### config.mk
export PLATFORM = sky130hd
export DESIGN_NAME = sbus_datapath
export DESIGN_NICKNAME = d
export VERILOG_FILES = /design/src/rtl/sbus_pkg.sv /design/src/rtl/sbus_reg.sv /design/src/rtl/sbus_bus.sv /design/src/rtl/sbus_alu.sv /design/src/rtl/sbus_datapath.sv
export SDC_FILE = /design/constraint.sdc
export NUM_CORES = 1
export LEC_CHECK = 0
export BUFFER_PORTS_ARGS = -buffer_cell sky130_fd_sc_hd__buf_2
export CAP_MARGIN = 20
export CORE_ASPECT_RATIO = 0.9
export CORE_UTILIZATION = 40
export CTS_CLUSTER_DIAMETER = 30
export DETAILED_ROUTE_END_ITERATION = 8
export PLACE_DENSITY_LB_ADDON = 0.25
export SLEW_MARGIN = 10
export SYNTH_ARGS = -nofsm -noshare
export SYNTH_HDL_FRONTEND = slang
export SYNTH_SLANG_ARGS = --single-unit
export TNS_END_PERCENT = 30
### constraint.sdc
create_clock -name clk -period 8.5 [get_ports clk]
set_input_delay 1.275 -clock clk [delete_from_list [all_inputs] [get_ports clk]]
set_output_delay 1.275 -clock clk [all_outputs]
set_load 0.02 [all_outputs]
### src/rtl/sbus_pkg.sv
// Shared constants for the single-bus datapath: word width, the index maps
// of the load and drive enable vectors, and the ALU operation encoding.
package sbus_pkg;
    localparam int WORD_W  = 32;
    localparam int NUM_LD  = 9;
    localparam int NUM_DRV = 9;

    // load-enable indices
    localparam int LD_R0   = 0;
    localparam int LD_PC   = 4;
    localparam int LD_IR   = 5;
    localparam int LD_TEMP = 6;
    localparam int LD_Y    = 7;
    localparam int LD_Z    = 8;

    // drive-enable indices
    localparam int DRV_Z   = 7;
    localparam int DRV_EXT = 8;

    typedef enum logic [1:0] {
        ALU_ADD  = 2'b00,
        ALU_SUB  = 2'b01,
        ALU_XOR  = 2'b10,
        ALU_XORB = 2'b11
    } alu_op_e;
endpackage

### src/rtl/sbus_reg.sv
// One datapath register with a load enable and a synchronous active-low
// clear. Assumes d is stable before the rising edge.
module sbus_reg #(
    parameter int W = 32
) (
    input  logic         clk,
    input  logic         rst_n,
    input  logic         ld,
    input  logic [W-1:0] d,
    output logic [W-1:0] q
);
    // capture d on load, clear on reset, otherwise hold
    always_ff @(posedge clk) begin
        if (!rst_n)  q <= '0;
        else if (ld) q <= d;
    end

    // R1
    reg_clear_chk: assert property (@(posedge clk) !rst_n |=> q == '0);
    // R3
    reg_load_chk: assert property (@(posedge clk) disable iff (!rst_n)
        ld |=> q == $past(d));
    // R3
    reg_hold_chk: assert property (@(posedge clk) disable iff (!rst_n)
        !ld |=> $stable(q));
endmodule

### src/rtl/sbus_bus.sv
// Shared internal bus built as an AND-OR selector over N sources.
// Assumes at most one drive enable is set; with none set the bus is 0.
module sbus_bus #(
    parameter int W = 32,
    parameter int N = 9
) (
    input  logic [N-1:0]        drv,
    input  logic [N-1:0][W-1:0] src,
    output logic [W-1:0]        bus
);
    // OR together every enabled source
    always_comb begin
        bus = '0;
        for (int i = 0; i < N; i++) begin
            if (drv[i]) bus = bus | src[i];
        end
    end
endmodule

### src/rtl/sbus_alu.sv
// Storage-free ALU. Input A is the constant 4 or the operand register;
// input B is the bus. Subtraction reuses the adder with B inverted and a
// forced carry of one.
module sbus_alu
    import sbus_pkg::*;
#(
    parameter int W = 32
) (
    input  logic         sel_four,
    input  logic [W-1:0] y_val,
    input  logic [W-1:0] b_val,
    input  logic [1:0]   op,
    input  logic         cin,
    output logic [W-1:0] res
);
    localparam logic [W-1:0] FOUR = W'(4);

    logic [W-1:0] a_val;
    logic [W-1:0] b_add;
    logic         c_add;
    logic [W-1:0] sum;

    // pick input A
    always_comb a_val = sel_four ? FOUR : y_val;

    // shared adder operands: invert B and force carry for subtraction
    always_comb begin
        if (alu_op_e'(op) == ALU_SUB) begin
            b_add = ~b_val;
            c_add = 1'b1;
        end else begin
            b_add = b_val;
            c_add = cin;
        end
    end

    // single adder
    always_comb sum = a_val + b_add + {{(W-1){1'b0}}, c_add};

    // result select
    always_comb begin
        case (alu_op_e'(op))
            ALU_ADD, ALU_SUB: res = sum;
            default:          res = a_val ^ b_val;
        endcase
    end
endmodule

### src/rtl/sbus_datapath.sv
// Single-bus datapath top: nine registers, the shared bus and the ALU.
// Assumes the sequencer sets at most one drive enable per cycle.
module sbus_datapath
    import sbus_pkg::*;
#(
    parameter int W = WORD_W
) (
    input  logic           clk,
    input  logic           rst_n,
    input  logic [8:0]     ld_en,
    input  logic [8:0]     drv_en,
    input  logic [W-1:0]   ext_data,
    input  logic           sel_four,
    input  logic [1:0]     alu_op,
    input  logic           carry_in,
    output logic [W-1:0]   bus_o,
    output logic [W-1:0]   ir_o
);
    localparam logic [W-1:0] FOUR = W'(4);

    logic [NUM_LD-1:0][W-1:0]  rq;
    logic [NUM_DRV-1:0][W-1:0] src;
    logic [W-1:0]              alu_res;

    // registers: the result register takes the ALU, all others the bus
    for (genvar g = 0; g < NUM_LD; g++) begin : g_reg
        logic [W-1:0] d_sel;
        if (g == LD_Z) begin : g_from_alu
            always_comb d_sel = alu_res;
        end else begin : g_from_bus
            always_comb d_sel = bus_o;
        end
        sbus_reg #(.W(W)) reg_i (
            .clk(clk), .rst_n(rst_n), .ld(ld_en[g]), .d(d_sel), .q(rq[g])
        );
    end

    // bus sources: R0..TEMP, result register, external word
    always_comb begin
        for (int i = 0; i < LD_Y; i++) src[i] = rq[i];
        src[DRV_Z]   = rq[LD_Z];
        src[DRV_EXT] = ext_data;
    end

    sbus_bus #(.W(W), .N(NUM_DRV)) bus_i (
        .drv(drv_en), .src(src), .bus(bus_o)
    );

    sbus_alu #(.W(W)) alu_i (
        .sel_four(sel_four), .y_val(rq[LD_Y]), .b_val(bus_o),
        .op(alu_op), .cin(carry_in), .res(alu_res)
    );

    // decoder view of the instruction register
    always_comb ir_o = rq[LD_IR];

    // R10
    single_driver_chk: assert property (@(posedge clk) disable iff (!rst_n)
        $onehot0(drv_en));
    // R2
    idle_bus_zero_chk: assert property (@(posedge clk) disable iff (!rst_n)
        drv_en == '0 |-> bus_o == '0);
    // R7
    z_sub_chk: assert property (@(posedge clk) disable iff (!rst_n)
        (ld_en[LD_Z] && alu_op == 2'b01) |=>
        rq[LD_Z] == ($past(sel_four) ? FOUR : $past(rq[LD_Y])) - $past(bus_o));
    // R9
    ir_follow_chk: assert property (@(posedge clk) disable iff (!rst_n)
        ld_en[LD_IR] |=> ir_o == $past(bus_o));
endmodule

==> reports/summary.log <==
[finish] area taken by multi-input logic gates 7250 um^2
[flow_run] number of max-cap violations 0
[floorplanning] number of primary I/O pins 120
[setup_path] termination of the worst setup path g_reg[8].reg_i.q[26]
[clocking] number of CTS-inserted buffers 50
[clocking] number of buffers on the longest clock path 3
[power] Worst IR Drop VDD 168 uV
[setup_path] type of the worst setup path primary input to flop
[setup_path] R2R Path End g_reg[8].reg_i.q[26]
[routing] Total Routed Length 42900 um
[synthesis] Netlist Area Pre-Place 14100 um^2
[synthesis] post-synth net total 1763
[setup_path] kind of capture point of the worst setup path flop
[routing] Residual DRC 0
[place] detailed-placement wirelength estimate 26500 um
[synthesis] share of flip-flops with an asynchronous set or reset 0%
[clocking] total of hold buffers inserted after clock tree synthesis 0
[finish] count of nets after finishing 1778
[worst_hold_path] kind of path behind the tightest hold check flop to flop
[synthesis] Yosys warnings 0
[finish] combined flip-flop and latch cell area 5770 um^2
[global_route] global route overflow 0
[setup_path] Critical Path Slowest Stage Cell sky130_fd_sc_hd__o41ai_1
[routing] Via-to-Cell Ratio 5.76
[synthesis] fraction of synthesized cell area taken by the top area cell type 41.0%
[clocking] TritonCTS clock tree built
[finish] layout cells sized above 1 15.0%
[synthesis] number of synthesized register bits 288
[setup_path] biggest fanout along the worst timing path 32
[synthesis] most used standard cell by instance count after synthesis sky130_fd_sc_hd__nor2_1
[setup_path] Worst Setup Start Kind primary input
[global_route] initial antenna violation count 0
[routing] drt first-iter violations 1171
[finish] Layout fillers 3359
[global_route] vias in the first global route 11784
[power] share of total power consumed by net switching 30.2%
[floorplanning] number of core rows 64
[routing] number of search-and-repair iterations in the first detailed-routing pass 6
[routing] total via count in the routed design 12608
[setup_path] origin of the worst setup path drv_en[0]
[clocking] cts repair resizes 0
[finish] Top reg by flops g.reg_i.q
[sta] slew at the pin closest to its max-slew limit 1.13 ns
[floorplanning] placeable core area 34300 um^2
[synthesis] mean cell area of the mapped netlist 8.40 um^2
[power] leakage power of the design 0.00645 uW
[synthesis] leading area contributor after synthesis sky130_fd_sc_hd__dfxtp_1
[floorplanning] initial cell density of the core 41.1%
[finish] max reg flops 288
[clocking] H-tree depth 2
[setup_path] startpoint of the lowest-slack register-to-register path g_reg[5].reg_i.q[8]
[finish] registers with the most flip-flops g.reg_i.q: 288 flops
[setup_path] data required time of the critical path 8.98 ns
[finish] final instance area 16500 um^2
[synthesis] number of enable-type register cells in the synthesized netlist 0
[clocking] number of sinks driven by the clock tree 288
[power] power per standard cell area 279 nW/um^2
[setup_path] largest incremental delay on the critical path 0.71 ns
[sta] final critical-path required period 5.21 ns
[synthesis] sequential share of the synthesized area 41.0%
[setup_path] most used cell along the critical path sky130_fd_sc_hd__buf_4
[setup_path] worst-path cell chain buf_2 -> buf_4 -> a222oi_1 -> nand3_1 -> a221oi_1 -> buf_4 -> xnor2_1 -> ha_1 -> o21ai_0 -> nor2_1 -> o41ai_1 -> o211ai_1 -> nand4_1 -> a21oi_1 -> a311o_1 -> a31oi_1
[setup_path] worst reg2reg setup slack 4.17 ns
[setup_path] CP arrival 5.68 ns
[routing] remaining antenna violation count after routing 0
[sta] period utilization 61.2%
[sta] Finish-stage setup viols 0
[status] result of the run complete, no violations
[clocking] Setup Buffers After CTS 0
[power] register share of total power 34.2%
[place] routability congestion estimate from global placement 0.906
[finish] count of antenna diodes in the layout 0
[sta] setup repair after global routing missed its margin false
[sta] clock tree skew after final layout 0.0121 ns
[floorplanning] width of the chip 200 um
[floorplanning] Die Span Y 180 um
[synthesis] post-synthesis instance total 1675
[sta] number of pins exceeding their max-slew limit in the final report 0
[global_route] total routing usage reported by global routing 23.5%
[clocking] buffer cell driving the clock tree root sky130_fd_sc_hd__clkbuf_16
[power] clock network power share 44.7%
[power] Internal Pwr Total 3210 uW
[synthesis] Synth Flop Type sky130_fd_sc_hd__dfxtp_1
[sta] Peak Freq 192 MHz
[place] count of input and output buffers 119
[global_route] maximum number of pins on one net before global-route repair 182
[power] switching power 1390 uW
[clocking] clock-pin slew on the worst setup and hold paths 0.05 ns
[routing] post-detailed-route wirelength per cell 19.6 um
[synthesis] most area-consuming cells after synthesis sky130_fd_sc_hd__dfxtp_1 (41%), sky130_fd_sc_hd__a211oi_1 (14%), sky130_fd_sc_hd__nor2_1 (7.8%), sky130_fd_sc_hd__clkbuf_1 (4.4%), sky130_fd_sc_hd__xnor2_1 (3.5%)
[global_route] first-pass GRT wire length 67200 um
[finish] area growth from synthesis to final layout 17.2%
[place] area of placed instances 14700 um^2
[sta] remaining max-slew budget at the tightest pin 24.5%
[synthesis] commonest cells in the synthesized netlist sky130_fd_sc_hd__nor2_1 (292), sky130_fd_sc_hd__dfxtp_1 (288), sky130_fd_sc_hd__a211oi_1 (269)
[clocking] Skew-Pair Late Insertion Delay 0.55 ns
[synthesis] number of distinct library cells after synthesis 50
[setup_path] Worst Reg-to-Reg Cells 14
[sta] final hold violation count 0
[floorplanning] DIE AREA 35900 um^2
[sta] total negative slack 0 ns
[power] share of power burned in combinational logic 21.1%
area by class of cell:
| cell class | instances | share of cell area (%) |
|---|---|---|
| repair buffers | 169 | 5.96 |
| clock inverters | 29 | 2.51 |
| flip-flops and latches | 288 | 35.0 |
| well taps | 462 | 3.51 |
| multi-input cells | 1133 | 44.0 |
| inverters | 48 | 1.14 |
| clock buffers | 58 | 7.95 |
power groups by stage:
stage	clock [uW]	sequential, uW	combinational [uW]
floorplan	0	1570	720
global placement	0	1600	952
detailed placement	0	1600	957
CTS	2080	1570	966
global route	2150	1590	1070
finish	2060	1570	973
cell families (layout without fill, tap and decap cells):
family / Yosys count / after routing / share of synthesized area (%)
and+or+nand+nor: 456 / 456 / 13.9
AOI/OAI and AO/OA: 560 / 560 / 29.2
DFF: 288 / 288 / 41.0
xor gates and xnor gates: 83 / 83 / 5.17
muxes: 2 / 2 / 0.151
adders and majority gates: 32 / 32 / 2.95
buffers and inverters: 254 / 304 / 7.63
layer usage:
metal | global-route usage, % | wire (um) | vias up | share of wire (%)
met5 | 0 | 0 | - | 0
met4 | 7.15 | 1140 | 0 | 2.7
met3 | 3.32 | 2400 | 78 | 5.6
met2 | 37.3 | 19700 | 410 | 46
met1 | 32.6 | 19700 | 5971 | 46
li1 | - | - | 6149 | -
cells in the final DEF (no fill, tap or decap), types with 4 or more instances in the layout:
master                       instances
sky130_fd_sc_hd__o221ai_1            5
sky130_fd_sc_hd__ha_1               30
sky130_fd_sc_hd__nor3_1              9
sky130_fd_sc_hd__xnor2_1            57
sky130_fd_sc_hd__a222oi_1           32
sky130_fd_sc_hd__a22oi_1            66
sky130_fd_sc_hd__clkbuf_16          50
sky130_fd_sc_hd__bufinv_16           8
sky130_fd_sc_hd__nand2_1            39
sky130_fd_sc_hd__a21o_1             12
sky130_fd_sc_hd__a21oi_1            56
sky130_fd_sc_hd__o211ai_1            7
sky130_fd_sc_hd__nand2b_1            7
sky130_fd_sc_hd__nor2_1            292
sky130_fd_sc_hd__clkbuf_1            5
sky130_fd_sc_hd__buf_2             119
sky130_fd_sc_hd__a211oi_1          269
sky130_fd_sc_hd__nor2b_1            37
sky130_fd_sc_hd__inv_1              47
sky130_fd_sc_hd__nand4_1             9
sky130_fd_sc_hd__clkinvlp_4          4
sky130_fd_sc_hd__and3_1              5
sky130_fd_sc_hd__o21ai_0            43
sky130_fd_sc_hd__a221oi_1           31
sky130_fd_sc_hd__dfxtp_1           288
sky130_fd_sc_hd__o31ai_1             5
sky130_fd_sc_hd__a31oi_1             8
sky130_fd_sc_hd__buf_4              49
sky130_fd_sc_hd__inv_6               4
sky130_fd_sc_hd__clkinv_2            8
sky130_fd_sc_hd__o21a_1              4
sky130_fd_sc_hd__xor2_1             26
sky130_fd_sc_hd__nand3_1            45
worst max-delay path: cells and delay by family:
family / cells / cell delay, ns
buffers and inverters: 3 / 0.66
and+or+nand+nor: 3 / 0.43
AOI/OAI and AO/OA: 8 / 2.81
xor gates and xnor gates: 1 / 0.08
adders and majority gates: 1 / 0.39
how the worst min path moves through the flow:
stage | startpoint | cells past startpoint | slack, ns | to
final | g_reg[7].reg_i.q[15] | 2 | 0.48 | g_reg[7].reg_i.q[15]
after global routing | g_reg[7].reg_i.q[15] | 2 | 0.49 | g_reg[7].reg_i.q[15]
after CTS | g_reg[7].reg_i.q[21] | 2 | 0.48 | g_reg[7].reg_i.q[21]
after detailed placement | g_reg[8].reg_i.q[17] | 2 | 0.47 | g_reg[8].reg_i.q[17]
after global placement | g_reg[7].reg_i.q[29] | 2 | 0.47 | g_reg[7].reg_i.q[29]
after floorplan | g_reg[8].reg_i.q[17] | 2 | 0.45 | g_reg[8].reg_i.q[17]
through the flow:
step	setup slack, ns	utilization (%)	std cells	power (uW)	hold WS, ns
final	3.29	48.1	2187	4610	0.476
after global routing	3.04	48.1	2187	4810	0.490
after CTS	3.43	48.0	2186	4620	0.478
after detailed placement	2.89	43.0	2099	2560	0.471
after global placement	2.86	43.0	2099	2550	0.467
after floorplan	3.49	-	1675	2290	0.451
Note: power is estimated with default switching activity, not from simulation.
